===== src/rtl/hdma_pkg.sv =====
package hdma_pkg;
  typedef enum logic {REQ_IDLE, REQ_BURST} req_state_e;

  typedef struct packed {
    logic sel;
    logic rw;
    logic ack_n;
    logic uds_n;
    logic lds_n;
    logic cs_n;
  } host_ctl_t;

  localparam int unsigned CTL_W = $bits(host_ctl_t);
  localparam logic [CTL_W-1:0] CTL_IDLE = 6'b001111;
endpackage


===== src/rtl/hdma_sync.sv =====
module hdma_sync #(
  parameter int unsigned W = 1,
  parameter logic [W-1:0] RST_VAL = '0
) (
  input  logic         clk_i,
  input  logic         rst_ni,
  input  logic [W-1:0] async_i,
  output logic [W-1:0] sync_o
);
  logic [W-1:0] meta_q, stab_q;

  always_ff @(posedge clk_i or negedge rst_ni) begin
    if (!rst_ni) begin
      meta_q <= RST_VAL;
      stab_q <= RST_VAL;
    end else begin
      meta_q <= async_i;
      stab_q <= meta_q;
    end
  end

  assign sync_o = stab_q;
endmodule


===== src/rtl/hdma_fifo.sv =====
module hdma_fifo #(
  parameter int unsigned DW    = 16,
  parameter int unsigned DEPTH = 8,
  localparam int unsigned AW   = (DEPTH > 1) ? $clog2(DEPTH) : 1,
  localparam int unsigned CW   = $clog2(DEPTH + 1)
) (
  input  logic          clk_i,
  input  logic          rst_ni,
  input  logic          push_i,
  input  logic [DW-1:0] wdata_i,
  input  logic          pop_i,
  output logic [DW-1:0] rdata_o,
  output logic          full_o,
  output logic          empty_o,
  output logic [CW-1:0] count_o
);
  localparam logic [AW-1:0] LAST = AW'(DEPTH - 1);

  logic [DW-1:0] mem_q [DEPTH];
  logic [AW-1:0] wptr_q, rptr_q;
  logic [CW-1:0] cnt_q;

  always_ff @(posedge clk_i) begin
    if (push_i) mem_q[wptr_q] <= wdata_i;
  end

  always_ff @(posedge clk_i or negedge rst_ni) begin
    if (!rst_ni) begin
      wptr_q <= '0;
      rptr_q <= '0;
      cnt_q  <= '0;
    end else begin
      if (push_i) wptr_q <= (wptr_q == LAST) ? '0 : wptr_q + 1'b1;
      if (pop_i)  rptr_q <= (rptr_q == LAST) ? '0 : rptr_q + 1'b1;
      case ({push_i, pop_i})
        2'b10:   cnt_q <= cnt_q + 1'b1;
        2'b01:   cnt_q <= cnt_q - 1'b1;
        default: cnt_q <= cnt_q;
      endcase
    end
  end

  assign rdata_o = mem_q[rptr_q];
  assign full_o  = (cnt_q == CW'(DEPTH));
  assign empty_o = (cnt_q == '0);
  assign count_o = cnt_q;

  a_r10_push_has_room: assert property (@(posedge clk_i) disable iff (!rst_ni)
    push_i |-> !full_o);
  a_r9_pop_has_data: assert property (@(posedge clk_i) disable iff (!rst_ni)
    pop_i |-> !empty_o);
endmodule


===== src/rtl/hdma_regs.sv =====
module hdma_regs #(
  parameter int unsigned DW = 16,
  parameter int unsigned LW = 4
) (
  input  logic          clk_i,
  input  logic          rst_ni,
  input  logic          wr_lo_i,
  input  logic          wr_hi_i,
  input  logic          sel_i,
  input  logic          dir_bit_i,
  input  logic [LW-1:0] lvl_bits_i,
  input  logic          en_bit_i,
  output logic          dir_rd_o,
  output logic          en_o,
  output logic [LW-1:0] lvl_o,
  output logic [DW-1:0] rdata_o
);
  logic          dir_q, en_q;
  logic [LW-1:0] lvl_q;

  always_ff @(posedge clk_i or negedge rst_ni) begin
    if (!rst_ni) begin
      dir_q <= 1'b0;
      en_q  <= 1'b0;
      lvl_q <= '0;
    end else begin
      if (wr_lo_i && !sel_i) dir_q <= dir_bit_i;
      if (wr_lo_i &&  sel_i) lvl_q <= lvl_bits_i;
      if (wr_hi_i &&  sel_i) en_q  <= en_bit_i;
    end
  end

  always_comb begin
    rdata_o = '0;
    if (sel_i) begin
      rdata_o[DW-1]   = en_q;
      rdata_o[LW-1:0] = lvl_q;
    end else begin
      rdata_o[0] = dir_q;
    end
  end

  assign dir_rd_o = dir_q;
  assign en_o     = en_q;
  assign lvl_o    = lvl_q;
endmodule


===== src/rtl/hdma_dreq.sv =====
module hdma_dreq
  import hdma_pkg::*;
#(
  parameter int unsigned DEPTH = 8,
  localparam int unsigned CW   = $clog2(DEPTH + 1)
) (
  input  logic          clk_i,
  input  logic          rst_ni,
  input  logic          en_i,
  input  logic          dir_rd_i,
  input  logic [CW-1:0] lvl_i,
  input  logic [CW-1:0] count_i,
  input  logic          ack_fall_i,
  input  logic          ack_rise_i,
  output logic          req_n_o,
  output logic          active_o,
  output logic          done_o
);
  req_state_e    state_q;
  logic [CW-1:0] remain_q, lvl_eff, avail;
  logic          active_q, start;

  assign lvl_eff = (lvl_i == '0) ? CW'(1) : lvl_i;
  assign avail   = dir_rd_i ? count_i : (CW'(DEPTH) - count_i);
  assign done_o  = ack_rise_i && active_q;
  assign start   = en_i && (avail >= lvl_eff) && !active_q;

  always_ff @(posedge clk_i or negedge rst_ni) begin
    if (!rst_ni) begin
      state_q  <= REQ_IDLE;
      remain_q <= '0;
      active_q <= 1'b0;
    end else begin
      if (ack_fall_i && state_q == REQ_BURST) active_q <= 1'b1;
      else if (ack_rise_i)                    active_q <= 1'b0;
      case (state_q)
        REQ_IDLE: begin
          if (start) begin
            state_q  <= REQ_BURST;
            remain_q <= lvl_eff;
          end
        end
        default: begin
          if (!en_i) begin
            state_q <= REQ_IDLE;
          end else if (done_o) begin
            if (remain_q == CW'(1)) state_q <= REQ_IDLE;
            remain_q <= remain_q - 1'b1;
          end
        end
      endcase
    end
  end

  assign req_n_o  = (state_q != REQ_BURST);
  assign active_o = active_q;

  a_r6_quiet_when_disabled: assert property (@(posedge clk_i) disable iff (!rst_ni)
    !en_i |=> req_n_o);
  a_r11_ack_needs_request: assert property (@(posedge clk_i) disable iff (!rst_ni)
    $rose(active_q) |-> $past(!req_n_o));
  a_r8_release_after_burst: assert property (@(posedge clk_i) disable iff (!rst_ni)
    (done_o && remain_q == CW'(1) && state_q == REQ_BURST) |=> req_n_o);
endmodule


===== src/rtl/hdma_bridge.sv =====
module hdma_bridge
  import hdma_pkg::*;
#(
  parameter int unsigned DW    = 16,
  parameter int unsigned DEPTH = 8,
  localparam int unsigned CW   = $clog2(DEPTH + 1),
  localparam int unsigned DSTG = 3
) (
  input  logic          clk_i,
  input  logic          rst_ni,
  input  logic          host_cs_n_i,
  input  logic          host_rw_i,
  input  logic          host_sel_i,
  input  logic          host_uds_n_i,
  input  logic          host_lds_n_i,
  input  logic [DW-1:0] host_d_i,
  output logic [DW-1:0] host_d_o,
  output logic          host_d_oe_o,
  input  logic          dma_ack_n_i,
  output logic          dma_req_n_o,
  input  logic          in_valid_i,
  output logic          in_ready_o,
  input  logic [DW-1:0] in_data_i,
  output logic          out_valid_o,
  input  logic          out_ready_i,
  output logic [DW-1:0] out_data_o
);
  host_ctl_t        ctl_raw, ctl_s;
  logic [CTL_W-1:0] ctl_sync;
  logic [2:0]       strb_s, strb_prev_q, strb_rise;
  logic [DW-1:0]    dpipe_q [DSTG];
  logic [DW-1:0]    cap_data, reg_rdata, fifo_rdata, fifo_wdata;
  logic             reg_ok, wr_lo, wr_hi, reg_rd, dma_drive;
  logic             ack_fall, dir_rd, en;
  logic [CW-1:0]    lvl, fifo_cnt;
  logic             fifo_push, fifo_pop, fifo_full, fifo_empty;
  logic             dma_active, dma_done;

  assign ctl_raw = '{sel: host_sel_i, rw: host_rw_i, ack_n: dma_ack_n_i,
                     uds_n: host_uds_n_i, lds_n: host_lds_n_i, cs_n: host_cs_n_i};

  hdma_sync #(.W(CTL_W), .RST_VAL(CTL_IDLE)) u_sync (
    .clk_i   (clk_i),
    .rst_ni  (rst_ni),
    .async_i (ctl_raw),
    .sync_o  (ctl_sync)
  );
  assign ctl_s = host_ctl_t'(ctl_sync);

  assign strb_s = {ctl_s.ack_n, ctl_s.uds_n, ctl_s.lds_n};
  always_ff @(posedge clk_i or negedge rst_ni) begin
    if (!rst_ni) strb_prev_q <= 3'b111;
    else         strb_prev_q <= strb_s;
  end
  assign strb_rise = strb_s & ~strb_prev_q;
  assign ack_fall  = !strb_s[2] && strb_prev_q[2];

  for (genvar g = 0; g < DSTG; g++) begin : g_dpipe
    always_ff @(posedge clk_i or negedge rst_ni) begin
      if (!rst_ni)     dpipe_q[g] <= '0;
      else if (g == 0) dpipe_q[g] <= host_d_i;
      else             dpipe_q[g] <= dpipe_q[(g == 0) ? 0 : g-1];
    end
  end
  assign cap_data = dpipe_q[DSTG-1];

  assign reg_ok = !ctl_s.cs_n && ctl_s.ack_n;
  assign wr_lo  = reg_ok && !ctl_s.rw && strb_rise[0];
  assign wr_hi  = reg_ok && !ctl_s.rw && strb_rise[1];
  assign reg_rd = reg_ok && ctl_s.rw && !(ctl_s.uds_n && ctl_s.lds_n);

  hdma_regs #(.DW(DW), .LW(CW)) u_regs (
    .clk_i      (clk_i),
    .rst_ni     (rst_ni),
    .wr_lo_i    (wr_lo),
    .wr_hi_i    (wr_hi),
    .sel_i      (ctl_s.sel),
    .dir_bit_i  (cap_data[0]),
    .lvl_bits_i (cap_data[CW-1:0]),
    .en_bit_i   (cap_data[DW-1]),
    .dir_rd_o   (dir_rd),
    .en_o       (en),
    .lvl_o      (lvl),
    .rdata_o    (reg_rdata)
  );

  hdma_dreq #(.DEPTH(DEPTH)) u_dreq (
    .clk_i      (clk_i),
    .rst_ni     (rst_ni),
    .en_i       (en),
    .dir_rd_i   (dir_rd),
    .lvl_i      (lvl),
    .count_i    (fifo_cnt),
    .ack_fall_i (ack_fall),
    .ack_rise_i (strb_rise[2]),
    .req_n_o    (dma_req_n_o),
    .active_o   (dma_active),
    .done_o     (dma_done)
  );

  assign in_ready_o  = dir_rd && !fifo_full;
  assign out_valid_o = !dir_rd && !fifo_empty;
  assign fifo_push   = dir_rd ? (in_valid_i && in_ready_o) : dma_done;
  assign fifo_wdata  = dir_rd ? in_data_i : cap_data;
  assign fifo_pop    = dir_rd ? dma_done : (out_valid_o && out_ready_i);

  hdma_fifo #(.DW(DW), .DEPTH(DEPTH)) u_fifo (
    .clk_i   (clk_i),
    .rst_ni  (rst_ni),
    .push_i  (fifo_push),
    .wdata_i (fifo_wdata),
    .pop_i   (fifo_pop),
    .rdata_o (fifo_rdata),
    .full_o  (fifo_full),
    .empty_o (fifo_empty),
    .count_o (fifo_cnt)
  );

  assign dma_drive   = dma_active && dir_rd;
  assign host_d_oe_o = reg_rd || dma_drive;
  assign host_d_o    = dma_drive ? fifo_rdata : reg_rdata;
  assign out_data_o  = fifo_rdata;

  a_r2_bus_idle_deselected: assert property (@(posedge clk_i) disable iff (!rst_ni)
    (ctl_s.cs_n && !dma_active) |-> !host_d_oe_o);
endmodule


===== config.mk =====
export PLATFORM = sky130hd
export DESIGN_NAME = hdma_bridge
export DESIGN_NICKNAME = d
export VERILOG_FILES = /design/src/rtl/hdma_pkg.sv /design/src/rtl/hdma_sync.sv /design/src/rtl/hdma_fifo.sv /design/src/rtl/hdma_regs.sv /design/src/rtl/hdma_dreq.sv /design/src/rtl/hdma_bridge.sv
export SDC_FILE = /design/constraint.sdc
export NUM_CORES = 1
export LEC_CHECK = 0
export BUFFER_PORTS_ARGS = -buffer_cell sky130_fd_sc_hd__buf_2
export CAP_MARGIN = 5
export CORE_ASPECT_RATIO = 0.7
export CORE_UTILIZATION = 49
export CTS_BUF_LIST = sky130_fd_sc_hd__clkbuf_8 sky130_fd_sc_hd__clkbuf_16
export CTS_CLUSTER_SIZE = 25
export DETAILED_ROUTE_END_ITERATION = 12
export GPL_ROUTABILITY_DRIVEN = 0
export GPL_TIMING_DRIVEN = 1
export MAX_ROUTING_LAYER = met4
export PLACE_DENSITY = 0.68
export SYNTH_ARGS = -nofsm -noshare
export SYNTH_HDL_FRONTEND = slang
export SYNTH_SLANG_ARGS = --single-unit

===== constraint.sdc =====
create_clock -name clk_i -period 3.5 [get_ports clk_i]
set_input_delay 0.35 -clock clk_i [delete_from_list [all_inputs] [get_ports clk_i]]
set_output_delay 0.35 -clock clk_i [all_outputs]
set_load 0.05 [all_outputs]

==> impl_results.md <==
- Die Y: 110 microns
- Grt ovf: 0
- Clock Skew: between 9 and 10 ps
- Total number of vias: 4204
- DIE AREA: ~0.017 sq mm
- Commonest non-fill, non-tap cells in the layout: edfxtp_1, buf_2, dfrtp_1
- H-tree depth: 1
- Share of layout cells above drive strength 1: a little under two fifths
- Diode count: 0
- Layout Nets: 610
- Core area: 0.0163 sq mm
- Mapped Nets: 489
- Max Slew Vio Count: 0
- Vias in the first global route: 4244
- Commonest non-fill, non-tap cell in the layout: edfxtp_1
- Final min period: 3090 ps
- DR DRC count: 0
- Psw: 2730 uW
- Hold WC Path Type: in -> async
- VDD IR max: 437 uV
- Vias/cell: 5.29
- Critical path startpoint category: flip-flop
- Seq cells post-synth: 213
- Post-CTS sizing: 0
- Inst Count DP: between 700 and 800
- EDFF count, synth: roughly 130
- Cell count after synthesis: about 430
- Clock network power share: 27.6%
- P&R area growth vs syn: 19.9%
- Unrepaired setup endpoints after global routing: no
- Unique masters post-synth: 45
- Avg Inst Size Synth: around 19 sq um
- Clock Path Buffers: 3
- Synth area leaders: edfxtp_1, dfrtp_1, mux4_2, mux2_2, dfstp_2
- Critical Path AT: 2740 ps
- Period utilization: between 80% and 90%
- Async set-reset flop share out of synthesis: 39.9%
- Data required time of the worst path: 3150 ps
- Crit path max fanout: 17
- Pwr/cell area: 820 mW/mm^2
- CTS tree: done
- Setup TNS: 0 ps
- Top-area cell type share of the netlist area: 47.0%
- Setup Fix Bufs, Post-CTS: 0
- Sequential area share after synthesis: between 70% and 80%
- Achievable frequency: approximately 320 MHz
- Mapped cell area: between 0.008 and 0.009 sq mm
- Initial Utilization: 50.2%
- Final Instance Count excl. Fillers: slightly below 800
- Clk_lat worst skew: 490 ps
- WL final: roughly 15 mm
- Clock transition at path regs: approximately 60 ps
- Slew Limit Headroom: between 30% and 40%
- Routed Antenna Nets: 0
- Rows: 39
- Clock buffer count from CTS: 22
- Die X: 156 microns
- Final setup fails: 0
- Outcome: finished, final reports clean
- Prevailing post-synth register cell: edfxtp_1
- Area of the multi-input gates: 0.00207 sq mm
- Hpwl dp: 9.17 mm
- Reg area: 0.00599 sq mm
- First-pass GRT wire length: 23.7 mm
- Combinational power share: 32.5%
- DRT Pass-1 Iters: 4
- Number of max-cap violations: 0
- Worst-Margin Slew: 1020 ps
- Largest net degree at the start of global routing: 78
- Leak: between 0.003 and 0.004 uW
- CP Class: reg -> out
- Clock Sinks: 213
- Register share of total power: 39.9%
- Initial antenna violation count: 0
- 1st-iter DRT viols: about 190
- Post-synth top area cell: edfxtp_1
- WL per Instance: 19.3 microns
- Synth warn: 0
- Pint: between 5000 and 6000 uW
- Fin Hold WS: 15.5 ps
- CP Capture Type: primary output
- IO Pins: 78
- Switching Fraction: 34.0%
- PortBufs: 77
- Number of fill cells: approximately 1200
- Gr usage total: ~19%
- Hold Vio Cnt, Final: 0
- Clock Tree Root: clkbuf_16
-- registers in the layout (all words and copies together) (netlist names) --
signal / cells
u_fifo.mem_q: 128
dpipe_q: 32
cap_data: 16
u_sync.meta_q: 6
u_sync.sync_o: 6
u_dreq.remain_q: 4
u_fifo.count_o: 4
u_regs.lvl_o: 4
strb_prev_q: 3
u_fifo.rptr_q: 3
u_fifo.wptr_q: 3
u_dreq.active_o: 1
u_dreq.state_q: 1
u_regs.dir_rd_o: 1
u_regs.en_o: 1
-- per-stage QoR --
stage                     cell area (sq um)  setup WS (ps)  utilization [%]  power (uW)
after global routing                   9810            273             60.2        8430
after floorplan                        8190           51.0                -        5270
after global placement                 8890            924             54.5        5780
final                                  9810            412             60.2        8050
after CTS                              9810            375             60.2        8120
after detailed placement               8890            833             54.5        5860
-- power by group through the flow --
stage / combinational (uW) / clock, uW / sequential (uW)
after CTS: 2640 / 2270 / 3210
final: 2610 / 2220 / 3210
after floorplan: 2170 / 0 / 3100
after global placement: 2550 / 0 / 3240
after global routing: 2820 / 2370 / 3240
after detailed placement: 2610 / 0 / 3250
-- logic make-up after synthesis --
group           share of synthesized area, %
simple gates                            4.20
compound gates                          2.14
fa+ha+maj                               2.38
buf+inv                                 1.83
flops                                   73.1
xor+xnor                               0.642
mux                                     15.7
-- routing by layer --
layer | GRT usage [%] | vias up | part of all wire [%]
met5 | - | - | 0
met4 | 6.09 | 0 | 2.4
met3 | 3.28 | 29 | 3.4
met2 | 28.7 | 75 | 46
met1 | 27.8 | 2193 | 48
li1 | - | 1907 | -
-- area by class of cell --
class,count,area share [%]
Timing Repair Buffer,113,7.27
Sequential cell,213,61.0
Tap cell,225,2.87
Clock buffer,26,6.29
Clock inverter,14,0.880
Inverter,14,0.536
Multi-Input combinational cell,189,21.1
-- path summary, 6_finish.rpt --
| kind | slack [ps] | to | startpoint | depth (start not counted) |
|---|---|---|---|---|
| max reg2reg | 780 | u_fifo.count_o[3] | u_fifo.count_o[0] | 11 |
| min reg2reg | 340 | dpipe_q[27] | dpipe_q[43] | 0 |
| min | 20 | u_dreq.remain_q[2] | rst_ni | 1 |
| min in group clk_i | 270 | u_fifo.mem_q[7][8] | in_data_i[8] | 2 |
| max | 410 | host_d_o[2] | u_fifo.rptr_q[0] | 5 |
| max in group asynchronous | 2710 | u_sync.sync_o[3] | rst_ni | 2 |
-- cells in the mapped netlist, drive strengths merged, types with 2 or more instances --
library cell,count
mux4,32
buf,8
a21o,3
a22oi,2
inv,14
nor3,4
nor2,13
ha,14
edfxtp,128
a31o,5
nand2,10
dfstp,11
nand2b,4
xnor2,5
o211ai,2
mux2i,4
nand3,8
nand4b,3
clkbuf,8
o21ai,4
a31oi,3
dfrtp,74
a21oi,2
and3,4
mux2,44
nor2b,11
-- worst max-delay path: stages, from the launching register on --
cell     delay, ps
dfrtp_2        680
buf_4          300
mux4_2         520
mux2_2         310
a31o_1         220
buf_2          200
-- what timing repair did --
item                                   CTS  global route
hold buffers                            22             0
setup endpoints to repair                0             0
endpoints found under the hold margin   22             0
Power figures use the tool's default switching activity.
